<file path="src/rtl/alu_acc8.sv">
module alu_acc8 #(
  parameter int W = 8
) (
  input  logic         clk,
  input  logic         rst_n,
  input  logic         strobe,
  input  logic [3:0]   op,
  input  logic [1:0]   sel,
  input  logic [W-1:0] reg_a,
  input  logic [W-1:0] reg_b,
  input  logic [W-1:0] reg_c,
  input  logic [W-1:0] reg_d,
  output logic [W-1:0] acc,
  output logic         zero_flag,
  output logic         carry_flag,
  output logic         cmp_eq,
  output logic         cmp_lt,
  output logic         cmp_gt
);

  localparam logic [3:0] OP_ADD  = 4'd0;
  localparam logic [3:0] OP_ADDP = 4'd1;
  localparam logic [3:0] OP_SUB  = 4'd2;
  localparam logic [3:0] OP_SUBM = 4'd3;
  localparam logic [3:0] OP_AND  = 4'd4;
  localparam logic [3:0] OP_OR   = 4'd5;
  localparam logic [3:0] OP_XOR  = 4'd6;
  localparam logic [3:0] OP_NOT  = 4'd7;
  localparam logic [3:0] OP_INC  = 4'd8;
  localparam logic [3:0] OP_DEC  = 4'd9;
  localparam logic [3:0] OP_SHL  = 4'd10;
  localparam logic [3:0] OP_SHR  = 4'd11;
  localparam logic [3:0] OP_ROL  = 4'd12;
  localparam logic [3:0] OP_ROR  = 4'd13;
  localparam logic [3:0] OP_CMP  = 4'd14;
  localparam logic [W:0] ONE     = (W+1)'(1);

  logic [W-1:0] n;
  logic [W:0]   nx, bx, wide;
  logic [W-1:0] res;
  logic         cy, load_acc, load_flags;

  assign n  = (sel == 2'd1) ? reg_c : (sel == 2'd2) ? reg_d : reg_a;
  assign nx = {1'b0, n};
  assign bx = {1'b0, reg_b};

  always_comb begin
    wide       = '0;
    res        = acc;
    cy         = carry_flag;
    load_acc   = 1'b1;
    load_flags = 1'b1;
    case (op)
      OP_ADD:  begin wide = nx + bx;       {cy, res} = wide; end
      OP_ADDP: begin wide = nx + bx + ONE; {cy, res} = wide; end
      OP_INC:  begin wide = nx + ONE;      {cy, res} = wide; end
      OP_SUB:  begin wide = nx - bx;       {cy, res} = wide; end
      OP_SUBM: begin wide = nx - bx - ONE; {cy, res} = wide; end
      OP_DEC:  begin wide = nx - ONE;      {cy, res} = wide; end
      OP_CMP:  begin wide = nx - bx;       {cy, res} = wide; load_acc = 1'b0; end
      OP_AND:  begin res = n & reg_b; cy = 1'b0; end
      OP_OR:   begin res = n | reg_b; cy = 1'b0; end
      OP_XOR:  begin res = n ^ reg_b; cy = 1'b0; end
      OP_NOT:  begin res = ~n;        cy = 1'b0; end
      OP_SHL:  begin res = {n[W-2:0], 1'b0}; cy = n[W-1]; end
      OP_SHR:  begin res = {1'b0, n[W-1:1]}; cy = n[0]; end
      OP_ROL:  res = {n[W-2:0], n[W-1]};
      OP_ROR:  res = {n[0], n[W-1:1]};
      default: begin load_acc = 1'b0; load_flags = 1'b0; end
    endcase
  end

  always_ff @(posedge clk) begin
    if (!rst_n) begin
      acc        <= '0;
      zero_flag  <= 1'b0;
      carry_flag <= 1'b0;
      cmp_eq     <= 1'b0;
      cmp_lt     <= 1'b0;
      cmp_gt     <= 1'b0;
    end else if (strobe) begin
      if (load_acc)   acc <= res;
      if (load_flags) begin
        zero_flag  <= (res == '0);
        carry_flag <= cy;
      end
      if (op == OP_CMP) begin
        cmp_eq <= (n == reg_b);
        cmp_lt <= (n < reg_b);
        cmp_gt <= (n > reg_b);
      end
    end
  end

  a_r1_reset_clear: assert property (@(posedge clk)
    !rst_n |=> (acc == '0 && !zero_flag && !carry_flag && !cmp_eq && !cmp_lt && !cmp_gt));

  a_r2_idle_hold: assert property (@(posedge clk) disable iff (!rst_n)
    !strobe |=> ($stable(acc) && $stable(zero_flag) && $stable(carry_flag) &&
                 $stable({cmp_eq, cmp_lt, cmp_gt})));

  a_r8_rotate_keeps_carry: assert property (@(posedge clk) disable iff (!rst_n)
    strobe && (op == OP_ROL || op == OP_ROR) |=>
      ($stable(carry_flag) && $countones(acc) == $countones($past(n))));

  a_r9_zero_tracks_acc: assert property (@(posedge clk) disable iff (!rst_n)
    strobe && op < OP_CMP |=> (zero_flag == (acc == '0)));

  a_r10_cmp_holds_acc: assert property (@(posedge clk) disable iff (!rst_n)
    strobe && op == OP_CMP |=> ($stable(acc) && $countones({cmp_eq, cmp_lt, cmp_gt}) == 1));

  a_r10_verdict_onehot: assert property (@(posedge clk) disable iff (!rst_n)
    $onehot0({cmp_eq, cmp_lt, cmp_gt}));

  a_r11_spare_code_idle: assert property (@(posedge clk) disable iff (!rst_n)
    strobe && op == 4'd15 |=> ($stable(acc) && $stable(zero_flag) && $stable(carry_flag)));

endmodule

</file>
<file path="config.mk">
export PLATFORM = sky130hd
export DESIGN_NAME = alu_acc8
export DESIGN_NICKNAME = d
export VERILOG_FILES = /design/src/rtl/alu_acc8.sv
export SDC_FILE = /design/constraint.sdc
export NUM_CORES = 1
export LEC_CHECK = 0
export BUFFER_PORTS_ARGS = -buffer_cell sky130_fd_sc_hd__buf_4
export CAP_MARGIN = 40
export CORE_MARGIN = 2
export CORE_UTILIZATION = 55
export CTS_CLUSTER_SIZE = 14
export DETAILED_ROUTE_END_ITERATION = 10
export PLACE_DENSITY_LB_ADDON = 0.1
export SETUP_SLACK_MARGIN = 0.5
export SLEW_MARGIN = 20
export SYNTH_ARGS = -nofsm -noshare
export SYNTH_HDL_FRONTEND = slang
export SYNTH_SLANG_ARGS = --single-unit
</file>
<file path="constraint.sdc">
create_clock -name clk -period 3.6 [get_ports clk]
set_input_delay 0.18 -clock clk [delete_from_list [all_inputs] [get_ports clk]]
set_output_delay 0.18 -clock clk [all_outputs]
set_load 0.02 [all_outputs]
</file>
Word level (Yosys, flattened, before mapping). Cells that the tools add are included.

Register bits after elaboration: 13. Input bits: 41. Output and inout port bits: 13. Word-level logic and storage cells: 52.

Add/subtract/negate cells: 6. $lt $le $gt $ge: 2. Equality and inequality tests: 17. Multiplexer cells: 6. Bitwise logic cells: 4. Reductions and logical operators: 11.

Operators by type and width (number): case mux 8 bit (14 select lines) (1); equality test 4 bit, second input constant (7); equality test 4 x 3 -> 1 bit, second input constant (4); two-way mux 8 bit (2); OR reduction 15 bit (1); OR reduction 14 bit (1); adder 8 x 1 -> 9 bit, second input constant (1); adder 8 x 8 -> 9 bit (1); adder 9 x 1 -> 9 bit, second input constant (1); case mux 1 bit (9 select lines) (1); nonzero test 9 bit (1); subtractor 8 x 1 -> 9 bit, second input constant (1); subtractor 8 x 8 -> 9 bit (1); subtractor 9 x 1 -> 9 bit, second input constant (1); AND 8 bit (1); equality test 4 x 2 -> 1 bit, second input constant (2); equality test 8 bit (1); > comparator 8 bit (1); zero test 8 bit (1); less-than comparator 8 bit (1); inverter 8 bit (1); bitwise OR 8 bit (1); bitwise XOR 8 bit (1); AND reduction 2 bit (3); other kinds (8) (9).

Longest topological paths before layout.
Word-level depth: 7. Gate-level depth with buffers: 18. Depth with buffers taken out: 16.

Worst setup path after synthesis. No wires, ideal clock.

Path kind: input port to flip-flop. Start: input port sel[1]. End: register zero_flag. Library setup time: 59 ps. Data arrival time: 3200 ps. Data required time: 3541 ps. Slack: 342 ps. Stages on the path: 17. Buffers on the path: 2. Cell sequence: buf_6 buf_12 mux2i_1 mux2_2 ha_1 inv_1 fa_1 inv_1 ha_1 nor2_1 a32oi_1 o22ai_1 a2111oi_0 nor3b_1 nand4_1 nor4_1 a31o_1.

Longest elaborated chain between the ends: 7. Elaborated cells on any way between the ends: 16. Those cells by class: add/sub: 6; eq/ne: 2; mux: 3; bitwise: 4; reduce/logical: 1.

Ends and longest elaborated chain: from (decl) (RTL line 8) `input logic [1:0] sel,`; equality test 2 bit (RTL line 43) `assign n = (sel == 2'd1) ? reg_c : (sel == 2'd2) ? reg_d : reg_a;`; two-way mux 8 bit (RTL line 43); two-way mux 8 bit * (RTL line 43); subtractor 8 x 8 -> 9 bit / adder 8 x 8 -> 9 bit (equally long branches); subtractor 9 x 1 -> 9 bit / adder 9 x 1 -> 9 bit (equally long branches) (RTL line 58, 55); case mux 8 bit (14 select lines) * (RTL line 53) `case (op)`; zero test 8 bit * (RTL line 84) `zero_flag <= (res == '0);`; to (signal assigned) (RTL line 84); to (decl) (RTL line 14) `output logic zero_flag,`.

Mark *: on every way between the ends. The rest lies on a longest branch, timed or not. A chain may end at the register's enable or synchronous reset.

Final worst setup path. Ends and elaborated chain as after synthesis.

==> parameters.txt <==
Parameter                              Value

Worst setup path
  Worst stage delay on the critical path ... 0.40 ns
  Worst-case reg-to-reg path depth ... 4
  Reg-to-reg startpoint ... acc[5]
  Critical Path Sink Type ... register
  Worst R2R End ... zero_flag
  Ordered list of cells on the worst path ... buf_6 -> mux2i_1 -> mux2_4 -> inv_6 -> ha_4 -> inv_2 -> fa_2 -> o21bai_4 -> a21oi_4 -> xor2_2 -> buf_4 -> a22oi_2 -> o211ai_1 -> a221oi_2 -> a21oi_2 -> nor4_2 -> a31o_1
  Slowest library cell on the worst path ... fa_2
  Critical path start-end classification ... in2reg
  Register-to-register setup slack ... 2.53 ns
  Category of the worst setup path launch point ... primary input
  WP data required ... 3.79 ns
  Arrival time at the worst endpoint ... 3.25 ns
  Critical-path maximum fanout ... 9

Timing
  Final Hold Violating Endpoints ... 0
  Sum Neg Setup Slack ... 0 ns
  Max_slew headroom ... 51.9%
  Upper clock frequency limit ... 327 MHz
  Slew @ Worst Pin ... 0.715 ns
  Setup violation total in the final timing report ... 0
  Final worst path period need ... 3.06 ns
  Unrepaired setup endpoints after global routing ... true
  Post-route worst setup slack ... 0.539 ns
  Final worst clock skew ... 0.00186 ns
  Period Utilization, post-route ... 85.0%
  Final Slew Violations ... 0

Clock tree
  Number of levels in the clock H-tree ... 1
  Clock latency at the later pin of the worst-skew pair ... 0.24 ns
  Number of sinks handled by clock tree synthesis ... 13
  Cell chosen for the clock root ... clkbuf_8
  Max clock buf depth ... 2
  TritonCTS clock tree ... built
  CTS Buf Count ... 3
  Number of hold buffers added after cts ... 0
  CTS clock-pin slew for the worst setup and hold paths ... 0.05 ns

Yosys
  Avg Cell Area, Syn ... 7.15 um2
  Seq/Total Area, Yosys ... 7.94%
  Post-synthesis cell count ... 458
  Synthesis Warnings ... 0
  Post-synthesis sequential element count ... 13
  Multiplexer share of the synthesized area ... 10.5%
  Number of different library cells in the post-synthesis netlist ... 72
  Synthesized-area fraction occupied by and/or/nand/nor cells ... 26.4%
  Top flip-flop cell by instance count after synthesis ... dfxtp_1
  Synthesized-area fraction occupied by xor and xnor cells ... 6.41%
  Adder-Cell Fraction of Synth Area ... 12.3%
  Async S/R FF share, synth ... 0%
  Number of enable flip-flop cells after synthesis ... 0
  Net count after synthesis ... 530
  Post-synthesis cell area ... 3280 um2
  Dominant combinational cell family by area after synthesis ... compound AO/OA/AOI/OAI gates
  Post-synthesis compound-gate area fraction ... 28.8%

Placement
  Worst slack at placement ... -0.0303 ns
  Final GP Congestion ... 0.986
  Hpwl dp ... 9300 um
  Number of input and output port buffers inserted ... 53

Final layout
  Area overhead of the layout relative to synthesis ... 31.5%
  Post-Route Utilization ... 73.7%
  Proportion of layout cells with a drive suffix above 1 ... 31.7%
  Post-layout net count ... 590
  Antenna Cells ... 0

Power
  P per Cell Area ... 290 nW/um2
  Internal portion of total power ... 0.000645 W
  Clock share of power ... 10.3%
  Worst-case vdd ir drop ... 0.279 mV
  Switching power share of the total ... 48.5%
  Combinational cell fraction of total power ... 76.7%
  Leakage power figure ... 1.74 nW
  Portion of total power attributed to sequential cells ... 13.1%
  Switch Pwr ... 0.000606 W

Flow run
  Number of max-cap violations ... 0

Detailed routing
  DR DRC count ... 0
  1st-pass router iterations ... 6
  Final routed wirelength across all metal layers ... 12400 um
  Remaining number of nets flagged by the antenna check after routing ... 0
  Wire per inst ... 20.9 um
  Initial detailed-routing violation count ... 495
  Drt via density ... 6.78
  Via total after detailed routing ... 4013

Global route
  Via count of the first global-routing pass ... 3643
  Total overflow reported by the global router ... 0
  Overall fraction of global-route tracks in use ... 35.9%
  Global-route wire length before repair ... 18400 um
  Largest net degree at the start of global routing ... 35
  Initial antenna violation count ... 0

Die
  Die area ... 6590 um2
  Width of the die ... 81.2 um
  Boundary Pins ... 54
  Site Rows ... 28
  Y dimension of the die ... 81.2 um
  Core region area ... 5850 um2
  Starting utilization of the core area ... 56.0%

Min path
  Capture endpoint of the worst hold path ... carry_flag
  Hold Crit Start ... rst_n
  Class of the tightest hold or removal check ... in2reg
  Number of cells traversed by the worst hold path ... 3

Run status
  Status ... finished, final reports clean
-- cells in the final DEF (no fill, tap or decap), drive strengths merged, types with 3 or more instances in the layout --
| cell type | n |
|---|---|
| a221oi | 7 |
| xor2 | 8 |
| a21o | 3 |
| nand3 | 16 |
| a21oi | 26 |
| a221o | 3 |
| o22ai | 13 |
| ha | 29 |
| o211ai | 5 |
| o21ai | 25 |
| o221ai | 3 |
| buf | 82 |
| a211oi | 15 |
| inv | 26 |
| xnor2 | 16 |
| o21a | 4 |
| o21bai | 3 |
| a2111oi | 3 |
| nor3 | 15 |
| nor2b | 11 |
| nor4 | 10 |
| nand2b | 4 |
| a31oi | 4 |
| and3 | 6 |
| nand2 | 35 |
| nand4 | 6 |
| mux2i | 26 |
| mux2 | 3 |
| a22oi | 3 |
| nor2 | 48 |
| clkbuf | 4 |
| and2 | 3 |
| nor3b | 5 |
| dfxtp | 13 |
-- flip-flops by register name (all words and copies together), names as in the netlist --
name	cells
cmp_eq	1
zero_flag	1
cmp_lt	1
carry_flag	1
acc	8
cmp_gt	1
-- cell type report --
| class | count | area (um2) |
|---|---|---|
| fill | 490 | 1540 |
| inverter | 28 | 110 |
| tap | 75 | 93.8 |
| multi-input combinational | 390 | 3170 |
| sequential | 13 | 260 |
| clock buffer | 4 | 45.0 |
| timing repair buffer | 82 | 632 |
-- per-layer routing --
layer,track usage [%],share of wire [%],up-vias
met4,15.4,4.6,0
met2,57.4,45,288
met3,7.44,11,52
li1,-,-,1822
met5,0,0,-
met1,46.7,39,1851
-- worst max-delay path by stage --
stage / from / end / slack [ns]
6_report: sel[1] / zero_flag / 0.54
5_1_grt: sel[1] / zero_flag / 0.39
4_1_cts: sel[1] / zero_flag / 0.45
3_5_place_dp: sel[1] / zero_flag / -0.03
3_3_place_gp: sel[1] / zero_flag / 0.06
2_1_floorplan: sel[1] / zero_flag / 0.50
-- kinds of logic (layout without fill, tap and decap cells) --
kind of cell,count (synthesis),in the layout
buf+inv,55,114
compound gates,137,137
fa+ha+maj,31,31
mux,29,29
simple gates,169,169
xor+xnor,24,24
flops,13,13
-- critical path, delay by kind of cell --
kind	cells	cell delay (ns)
simple gates	1	0.29
fa+ha+maj	2	0.55
compound gates	7	1.18
xor+xnor	1	0.17
buf+inv	4	0.40
mux	2	0.46
-- cell usage after synthesis (3+ instances only) --
| cell type | instances | share of area (%) |
|---|---|---|
| nand3_1 | 15 | 2.3 |
| inv_2 | 5 | 0.57 |
| nor2_1 | 47 | 5.4 |
| xor2_1 | 8 | 2.1 |
| nor3b_1 | 5 | 1.1 |
| xnor2_1 | 16 | 4.3 |
| o22ai_1 | 13 | 2.5 |
| nand4_1 | 6 | 1.1 |
| a2111oi_0 | 3 | 0.80 |
| a211oi_1 | 14 | 3.2 |
| a221o_1 | 3 | 0.92 |
| nor4_1 | 9 | 1.7 |
| o21bai_1 | 3 | 0.69 |
| o21a_1 | 4 | 0.92 |
| a21o_1 | 3 | 0.69 |
| nand2_1 | 35 | 4.0 |
| a31oi_1 | 4 | 0.76 |
| nor3_1 | 13 | 2.0 |
| nand2b_1 | 4 | 0.76 |
| clkbuf_1 | 15 | 1.7 |
| a221oi_1 | 7 | 1.9 |
| and3_1 | 6 | 1.1 |
| o211ai_1 | 5 | 1.1 |
| buf_6 | 3 | 1.0 |
| nor2b_1 | 11 | 2.1 |
| inv_1 | 21 | 2.4 |
| dfxtp_1 | 13 | 7.9 |
| buf_2 | 5 | 0.76 |
| mux2i_1 | 22 | 6.7 |
| o221ai_1 | 3 | 0.80 |
| a22oi_1 | 3 | 0.69 |
| buf_1 | 3 | 0.34 |
| mux2_2 | 3 | 1.0 |
| ha_1 | 29 | 11 |
| mux2i_4 | 4 | 2.7 |
| o21ai_0 | 24 | 3.7 |
| a21oi_1 | 26 | 4.0 |
-- metrics by stage --
stage	cell area (um2)	power (W)	std cells	hold WS, ns
2_1_floorplan	3340	0.000705	458	0.316
3_3_place_gp	3780	0.000919	573	0.472
3_5_place_dp	3790	0.000929	574	0.468
4_1_cts	4020	0.00112	582	0.222
5_1_grt	4310	0.00132	592	0.246
6_report	4310	0.00125	592	0.228
-- timing repair --
item                       in CTS  in global routing
cloned                          0                  0
setup buffers                   4                 10
setup endpoints to repair       5                  7
pin swaps                       4                 18
gates resized for setup        27                 43
-- power by group through the flow --
stage          sequential, W  clock [W]  combinational [W]
5_1_grt             0.000165   0.000137            0.00102
3_3_place_gp        0.000166          0           0.000753
4_1_cts             0.000164   0.000129           0.000829
2_1_floorplan       0.000178          0           0.000526
6_report            0.000164   0.000128           0.000960
3_5_place_dp        0.000166          0           0.000763
No activity file was read; power rests on OpenSTA's default activity.
